### src/rtl/pwm_bank_pkg.sv
package pwm_bank_pkg;

  localparam int PWM_FREQ_W = 4;
  localparam int PWM_DUTY_W = 10;
  localparam int PWM_DUTY_HI_W = PWM_DUTY_W - 8;

  typedef struct packed {
    logic [PWM_FREQ_W-1:0] freq;
    logic [PWM_DUTY_W-1:0] duty;
  } ch_cfg_t;

endpackage

### src/rtl/pwm_regfile.sv
module pwm_regfile
  import pwm_bank_pkg::*;
#(
  parameter int NUM_CH    = 3,
  parameter int ADDR_W    = 8,
  parameter int BASE_ADDR = 'h60,
  parameter int EN_ADDR   = 'h66
) (
  input  logic                       clk,
  input  logic                       rst,
  input  logic [ADDR_W-1:0]          addr,
  input  logic [7:0]                 wdata,
  input  logic                       we,
  output logic [7:0]                 rdata,
  output ch_cfg_t [NUM_CH-1:0]       cfg,
  output logic [NUM_CH-1:0]          en
);

  localparam logic [7:0] HI_MASK = 8'hF0 | 8'((1 << PWM_DUTY_HI_W) - 1);
  localparam logic [ADDR_W-1:0] EN_A = ADDR_W'(EN_ADDR);

  logic [7:0] lo_q [NUM_CH];
  logic [7:0] hi_q [NUM_CH];
  logic [7:0] rd_next;

  for (genvar g = 0; g < NUM_CH; g++) begin : g_ch
    localparam logic [ADDR_W-1:0] LO_A = ADDR_W'(BASE_ADDR + 2 * g);
    localparam logic [ADDR_W-1:0] HI_A = ADDR_W'(BASE_ADDR + 2 * g + 1);

    always_ff @(posedge clk) begin
      if (rst) begin
        lo_q[g] <= '0;
        hi_q[g] <= '0;
      end else if (we) begin
        if (addr == LO_A) lo_q[g] <= wdata;
        if (addr == HI_A) hi_q[g] <= wdata & HI_MASK;
      end
    end

    assign cfg[g].duty = {hi_q[g][PWM_DUTY_HI_W-1:0], lo_q[g]};
    assign cfg[g].freq = hi_q[g][7:4];
  end

  always_ff @(posedge clk) begin
    if (rst)                     en <= '0;
    else if (we && addr == EN_A) en <= wdata[NUM_CH-1:0];
  end

  always_comb begin
    rd_next = '0;
    for (int i = 0; i < NUM_CH; i++) begin
      if (addr == ADDR_W'(BASE_ADDR + 2 * i))     rd_next = lo_q[i];
      if (addr == ADDR_W'(BASE_ADDR + 2 * i + 1)) rd_next = hi_q[i];
    end
    if (addr == EN_A) rd_next[NUM_CH-1:0] = en;
  end

  always_ff @(posedge clk) begin
    if (rst) rdata <= '0;
    else     rdata <= rd_next;
  end

endmodule

### src/rtl/pwm_quantum_tick.sv
module pwm_quantum_tick #(
  parameter int CODE_W = 4
) (
  input  logic              clk,
  input  logic              rst,
  input  logic              clear,
  input  logic [CODE_W-1:0] code,
  output logic              tick
);

  localparam int CNT_W = CODE_W + 1;
  localparam logic [CNT_W-1:0] TOP = CNT_W'((1 << CNT_W) - 1);

  logic [CNT_W-1:0] cnt;
  logic [CNT_W-1:0] last;

  assign last = TOP - {1'b0, code};
  assign tick = (cnt == last);

  always_ff @(posedge clk) begin
    if (rst || clear) cnt <= '0;
    else if (tick)    cnt <= '0;
    else              cnt <= cnt + 1'b1;
  end

endmodule

### src/rtl/pwm_channel.sv
module pwm_channel
  import pwm_bank_pkg::*;
(
  input  logic    clk,
  input  logic    rst,
  input  logic    en,
  input  ch_cfg_t cfg,
  output logic    pwm
);

  localparam logic [PWM_DUTY_W-1:0] Q_LAST = '1;

  logic                  running;
  logic [PWM_DUTY_W-1:0] q;
  logic [PWM_DUTY_W:0]   q_nx;
  ch_cfg_t               act;
  logic                  tick;

  assign q_nx = {1'b0, q} + 1'b1;

  pwm_quantum_tick #(.CODE_W(PWM_FREQ_W)) u_tick (
    .clk   (clk),
    .rst   (rst),
    .clear (!(en && running)),
    .code  (act.freq),
    .tick  (tick)
  );

  always_ff @(posedge clk) begin
    if (rst) begin
      running <= 1'b0;
      q       <= '0;
      act     <= '0;
      pwm     <= 1'b0;
    end else if (!en) begin
      running <= 1'b0;
      q       <= '0;
      pwm     <= 1'b0;
    end else if (!running) begin
      running <= 1'b1;
      q       <= '0;
      act     <= cfg;
      pwm     <= 1'b1;
    end else if (tick) begin
      if (q == Q_LAST) begin
        q   <= '0;
        act <= cfg;
        pwm <= 1'b1;
      end else begin
        q   <= q_nx[PWM_DUTY_W-1:0];
        pwm <= (q_nx <= {1'b0, act.duty});
      end
    end
  end

endmodule

### src/rtl/pwm_bank.sv
module pwm_bank
  import pwm_bank_pkg::*;
#(
  parameter int NUM_CH    = 3,
  parameter int ADDR_W    = 8,
  parameter int BASE_ADDR = 'h60,
  parameter int EN_ADDR   = 'h66
) (
  input  logic              clk,
  input  logic              rst,
  input  logic [ADDR_W-1:0] reg_addr,
  input  logic [7:0]        reg_wdata,
  input  logic              reg_we,
  output logic [7:0]        reg_rdata,
  output logic [NUM_CH-1:0] pwm_o
);

  ch_cfg_t [NUM_CH-1:0] cfg;
  logic [NUM_CH-1:0]    en_q;

  pwm_regfile #(
    .NUM_CH    (NUM_CH),
    .ADDR_W    (ADDR_W),
    .BASE_ADDR (BASE_ADDR),
    .EN_ADDR   (EN_ADDR)
  ) u_regs (
    .clk   (clk),
    .rst   (rst),
    .addr  (reg_addr),
    .wdata (reg_wdata),
    .we    (reg_we),
    .rdata (reg_rdata),
    .cfg   (cfg),
    .en    (en_q)
  );

  for (genvar g = 0; g < NUM_CH; g++) begin : g_ch
    pwm_channel u_ch (
      .clk (clk),
      .rst (rst),
      .en  (en_q[g]),
      .cfg (cfg[g]),
      .pwm (pwm_o[g])
    );
  end

endmodule

### config.mk
export PLATFORM = sky130hd
export DESIGN_NAME = pwm_bank
export DESIGN_NICKNAME = d
export VERILOG_FILES = /design/src/rtl/pwm_bank_pkg.sv /design/src/rtl/pwm_regfile.sv /design/src/rtl/pwm_quantum_tick.sv /design/src/rtl/pwm_channel.sv /design/src/rtl/pwm_bank.sv
export SDC_FILE = /design/constraint.sdc
export NUM_CORES = 1
export LEC_CHECK = 0
export BUFFER_PORTS_ARGS = -buffer_cell sky130_fd_sc_hd__buf_4
export CAP_MARGIN = 30
export CORE_MARGIN = 2
export CORE_UTILIZATION = 55
export CTS_BUF_LIST = sky130_fd_sc_hd__clkbuf_4
export DETAILED_ROUTE_END_ITERATION = 10
export GPL_TIMING_DRIVEN = 0
export PLACE_DENSITY = 0.68
export REMOVE_ABC_BUFFERS = 1
export SETUP_SLACK_MARGIN = 0.3
export SLEW_MARGIN = 20
export SYNTH_ARGS = -nofsm -noshare
export SYNTH_HDL_FRONTEND = slang
export SYNTH_HIERARCHICAL = 1
export SYNTH_SLANG_ARGS = --single-unit
### constraint.sdc
create_clock -name clk -period 4.85 [get_ports clk]
set_input_delay 0.97 -clock clk [delete_from_list [all_inputs] [get_ports clk]]
set_output_delay 0.97 -clock clk [all_outputs]
set_load 0.02 [all_outputs]
* Word-level counts from Yosys, hierarchy flattened *
Memory sizes are Yosys's and may differ from the RTL's.
Cells that the tools add are included.

operators by class
  add/subtract/negate cells = 9
  order comparisons = 3
  eq/ne operators = 19
  muxes and demuxes = 63
  bitwise operators = 12
  reductions and logical operators = 22

operator list
  cell                   count
  $mux 14                9
  $mux 8                 9
  $eq 8x7->1 const B     7
  $mux 1                 38
  $add 10x1->11 const B  3
  $le 11x10->1           3
  $eq 10x10->1 const B   3
  $mux 10                3
  $mux 6                 3
  $add 5x1->5 const B    3
  $eq 5x5->1             3
  $sub 5x4->5 const A    3
  $ne 2x2->1 const B     6
  $reduce_or 2->1        6
  $reduce_and 3->1       3
  $reduce_or 3->1        3
  $not 1->1              6
  $or 1x1->1             6
  $logic_and 1x1->1      4
  $logic_not 1->1        3
  $logic_or 1x1->1       3
  $mux 3                 1

storage, ports and cells
  flip-flop bits (word level) = 104
  bits in writable memories = 42
  bits of input ports = 19
  output and inout port bits = 11
  memories kept = 2

memory list
  name         words  width  read ports  clocked after memory_dff  write ports  line               text
  u_regs.lo_q  3      8      3           0                         3            pwm_regfile.sv:22  logic [7:0] lo_q [NUM_CH];
  u_regs.hi_q  3      6      3           0                         3            pwm_regfile.sv:23  logic [7:0] hi_q [NUM_CH];

* Longest topological paths before layout *
  word-level depth = 8
  gate-level depth with buffers = 10
  mapped depth without buffers = 9

* Modules after synthesis *
Netlist, hierarchy kept.

modules (own cells, without submodules)
  module                                      instances  cells each  area each (µm²)
  pwm_channel                                 3          180         1486.4
  pwm_regfile                                 1          200         2473.6
  pwm_quantum_tick (g_ch[0].u_ch.u_tick ...)  2          35          352.8
  pwm_quantum_tick (g_ch[2].u_ch.u_tick)      1          25          260.2

* Worst setup path after synthesis *
No wires, ideal clock.

  path kind = in2reg
  from = input port reg_addr[2]
  to = memory u_regs.lo_q[1][0], enable pin
  library setup time = 384 ps
  data arrival time = 2265 ps
  data required time = 4466 ps
  path slack = 2201 ps
  stages on the path = 5
  cells stage by stage = buf_2 buf_2 nor2_1 nand4b_1 o21ai_0

RTL lines
  what             line               text
  start, declared  pwm_bank.sv:11     input logic [ADDR_W-1:0] reg_addr,
  end, declared    pwm_regfile.sv:22

* Worst setup path after layout *
  from = register g_ch[1].u_ch.u_tick.cnt[0]
  to = register g_ch[1].u_ch/act[13] (netlist bit)

on the way
  longest elaborated chain between the ends = 3

ends and longest elaborated chain
  what                               line                    text
  start, declared                    pwm_quantum_tick.sv:14  logic [CNT_W-1:0] cnt;
  start signal, assigned             pwm_quantum_tick.sv:23  else cnt <= cnt + 1'b1;
  $eq 5x5->1                         pwm_quantum_tick.sv:18  assign tick = (cnt == last);
  named net g_ch[1].u_ch.tick        pwm_channel.sv:17       logic tick;
  $ne 2x2->1 (no source line)        n/a
  $reduce_and 3->1 (no source line)  n/a
  end signal, assigned               pwm_channel.sv:42       act <= cfg;
  end signal, assigned               pwm_channel.sv:47       act <= cfg;
  end, declared                      pwm_channel.sv:16       ch_cfg_t act;

The timed path passes the listed nets, and every way through them passes these cells.
A chain may end at the register's enable or synchronous reset.

==> results.py <==
metrics = {
    "run_status": {
        "status": "finished clean",
    },
    "die": {
        "core_sq_um": 13900,
        "initial_core_util_pct": 56.7,
        "rows": 43,
        "die_y_microns": 124,
        "die_w_microns": 124,
        "die_area_sq_um": 15300,
        "io_pins": 30,
    },
    "power_and_ir_drop": {
        "p_leak_nw": 2.87,
        "p_total_mw": 2.21,
        "powerDensity_nw_per_um2": 261,
        "ir_drop_v": 0.000181,
    },
    "timing": {
        "slew_headroom_pct": 37.7,
        "whs_ns": 0.486,
        "fmax_mhz": 410,
        "period_needed_ns": 2.44,
        "setup_violations": 0,
        "fin_crit_sh_pct": 50.2,
        "maxSlewViolCount": 0,
        "rsz0062_at_grt": "false",
        "final.setup.tns_ns": 0,
        "hold_viol": 0,
        "tightest_slew_ns": 0.927,
        "clock_skew_ns": 0.0202,
    },
    "final_layout": {
        "area_growth_syn_to_layout_pct": 6.81,
        "multi_input_area_sq_um": 4180,
        "fillers": 1192,
        "layout_common_cells": "104 x dfxtp_1, 76 x nand3_1, 67 x a21oi_1",
        "drive_above_1_share_pct": 12.1,
        "nNetsFinal": 903,
        "antennaDiodeCount": 0,
        "seqCellArea_sq_um": 3340,
        "final_common_cell": "dfxtp_1",
    },
    "route": {
        "ant_nets": 0,
        "dr.pass1.iters": 5,
        "wl_mm": 17.7,
        "drt-initial-drc-count": 543,
        "via_per_inst": 5.98,
        "drcViolationCount": 0,
        "vias": 6227,
        "wl_per_cell_microns": 17.0,
    },
    "yosys": {
        "synth_area_leaders": "dfxtp_1 26%, edfxtp_1 16%, ha_1 5.7%, nand3_1 4.8%, a21oi_1 4.2%",
        "synth_top_area_cell": "dfxtp_1",
        "seq_area_frac_synth_pct": 42.3,
        "avgSynthCellArea_sq_um": 9.46,
        "synth_cell_types": 62,
        "synth-seq-cells": 146,
        "syn_area_sq_um": 7900,
        "async_flop_share_pct": 0,
        "synth_ff_type": "dfxtp_1",
        "synth-edff-count": 42,
        "netlist_instances": 835,
        "netlist.area_leader.share_pct": 26.4,
        "synth_warnings": 6,
    },
    "clocking": {
        "post_cts_resized": 0,
        "ctsHoldBuffers": 0,
        "root_buffer": "clkbuf_4",
        "cts_tree": "yes",
        "cts_sinks": 146,
        "cts_buffers": 17,
        "cts_buffer_depth": 2,
        "clk_pin_slew_worst_paths_ns": 0.13,
        "postCtsSetupBuffers": 0,
        "cts_max_level": 4,
        "clock_latency_ns": 0.58,
    },
    "critical_path": {
        "critPathTopFamily": "simple AND/OR/NAND/NOR gates",
        "cp_data_required_time_ns": 5.35,
        "arrival_ns": 2.94,
        "cp_cell_sequence": "xnor2_2, nor4b_4, and2_1, nand3_1, o31ai_4, nand3_1, a21oi_1",
        "worstSetupStartpointType": "flip-flop",
        "regToRegSetupSlack_ns": 2.41,
        "slowest_stage": "o31ai_4",
        "critPathBufInv": 0,
        "cp_max_fo": 14,
        "cp-end-kind": "flip-flop",
        "max_stage_delay_ns": 0.53,
        "critPathKind": "flip-flop to flip-flop",
        "cp_common_cell": "nand3_1",
    },
    "min_path": {
        "hp-class": "flip-flop to flip-flop",
    },
    "placement": {
        "dp_hpwl_mm": 12.9,
        "place_congestion": 0.870,
        "port_buffers": 29,
    },
    "global_routing": {
        "grt_use_total_pct": 24.9,
        "first_global_vias": 6019,
        "grt_pass1_wl_mm": 29.3,
        "grt_overflow": 0,
        "antenna_found_initial": 0,
        "grt_max_degree": 64,
    },
    "run": {
        "maxCapViolCount": 0,
    },
}
## area by class of cell
cell class	count	area share, %
clock buffer	17	1.51
clock inverter	15	2.14
inverter	41	1.82
multi-input combinational	611	49.5
sequential	146	39.6
tap	180	2.67
timing repair buffer	31	2.70
## through the flow
step	instances	setup WS (ns)	util [%]	cell area, sq um
final	1041	2.41	60.5	8440
after floorplan	798	2.25	-	7680
after global placement	1007	1.67	58.3	8120
after CTS	1041	2.43	60.5	8440
after detailed placement	1009	2.00	58.3	8130
after global routing	1041	2.19	60.5	8440
## worst register-to-register path: stages (launching register included)
cell	delay (ns)
dfxtp_1	0.46
xnor2_2	0.17
nor4b_4	0.39
and2_1	0.31
nand3_1	0.19
o31ai_4	0.53
nand3_1	0.18
a21oi_1	0.15
## sequential cells by signal, summed over array words and instances (netlist names)
name and flops:
g_ch.u_ch/q 30, g_ch.u_ch/running 3, g_ch.u_ch/u_tick/cnt 15, u_regs/rdata 8
u_regs/lo_q 24, u_regs/en 3, g_ch.u_ch/act 42, g_ch.u_ch/pwm 3
u_regs/hi_q 18
## cells in the mapped netlist, types with 5 or more instances
cell and count:
dfxtp_1 104, nand3_1 76, a21oi_1 67, and2_1 53, nor2_1 49, edfxtp_1 42
nand2_1 39, inv_1 38, ha_1 36, xnor2_1 31, o21ai_1 30, o21ai_0 25
xor2_1 16, nand4_1 15, buf_2 13, mux2i_1 13, a21o_1 11, a31oi_1 10
buf_4 10, nor3_1 8, and3_1 7, clkbuf_1 7, nand2b_1 7, nor4_1 7
o31ai_1 7, a31o_2 6, and4_1 6, nor2b_1 6, or3_1 6, xnor2_2 6
a211oi_1 5, nand3b_1 5, o22ai_1 5
## routing by layer
layer	up-vias	part of all wire, %	global-route usage (%)
met5	-	0	0
met4	0	2.3	8.59
met3	33	5.5	6.14
met2	183	45	39.2
met1	2954	47	33.5
li1	3057	-	-
## path summary, 6_finish.rpt
check	start	endpoint	depth (start not counted)
setup / recovery	g_ch[1].u_ch/u_tick/cnt[0]	g_ch[1].u_ch/act[13]	7
hold / removal	g_ch[1].u_ch/act[1]	g_ch[1].u_ch/act[1]	2
setup reg to reg	g_ch[1].u_ch/u_tick/cnt[0]	g_ch[1].u_ch/act[13]	7
hold reg to reg	g_ch[1].u_ch/act[1]	g_ch[1].u_ch/act[1]	2
## logic make-up after synthesis
| logic type | after synthesis | synth area share (%) |
|---|---|---|
| flip-flops | 146 | 42.3 |
| XOR/XNOR | 53 | 6.45 |
| multiplexers | 16 | 2.07 |
| AO/OA/AOI/OAI | 202 | 16.5 |
| AND/OR/NAND/NOR | 304 | 22.2 |
| adder cells (fa/ha/maj) | 36 | 5.70 |
| buffers and inverters | 78 | 4.77 |
## report_power, final
| group | internal (mW) | total [mW] | switching (mW) |
|---|---|---|---|
| registers | 1.27 | 1.29 | 0.0154 |
| logic | 0.0275 | 0.0823 | 0.0548 |
| clock network | 0.362 | 0.836 | 0.473 |
| total | 1.66 | 2.21 | 0.544 |
(Power assumes the default switching activity.)
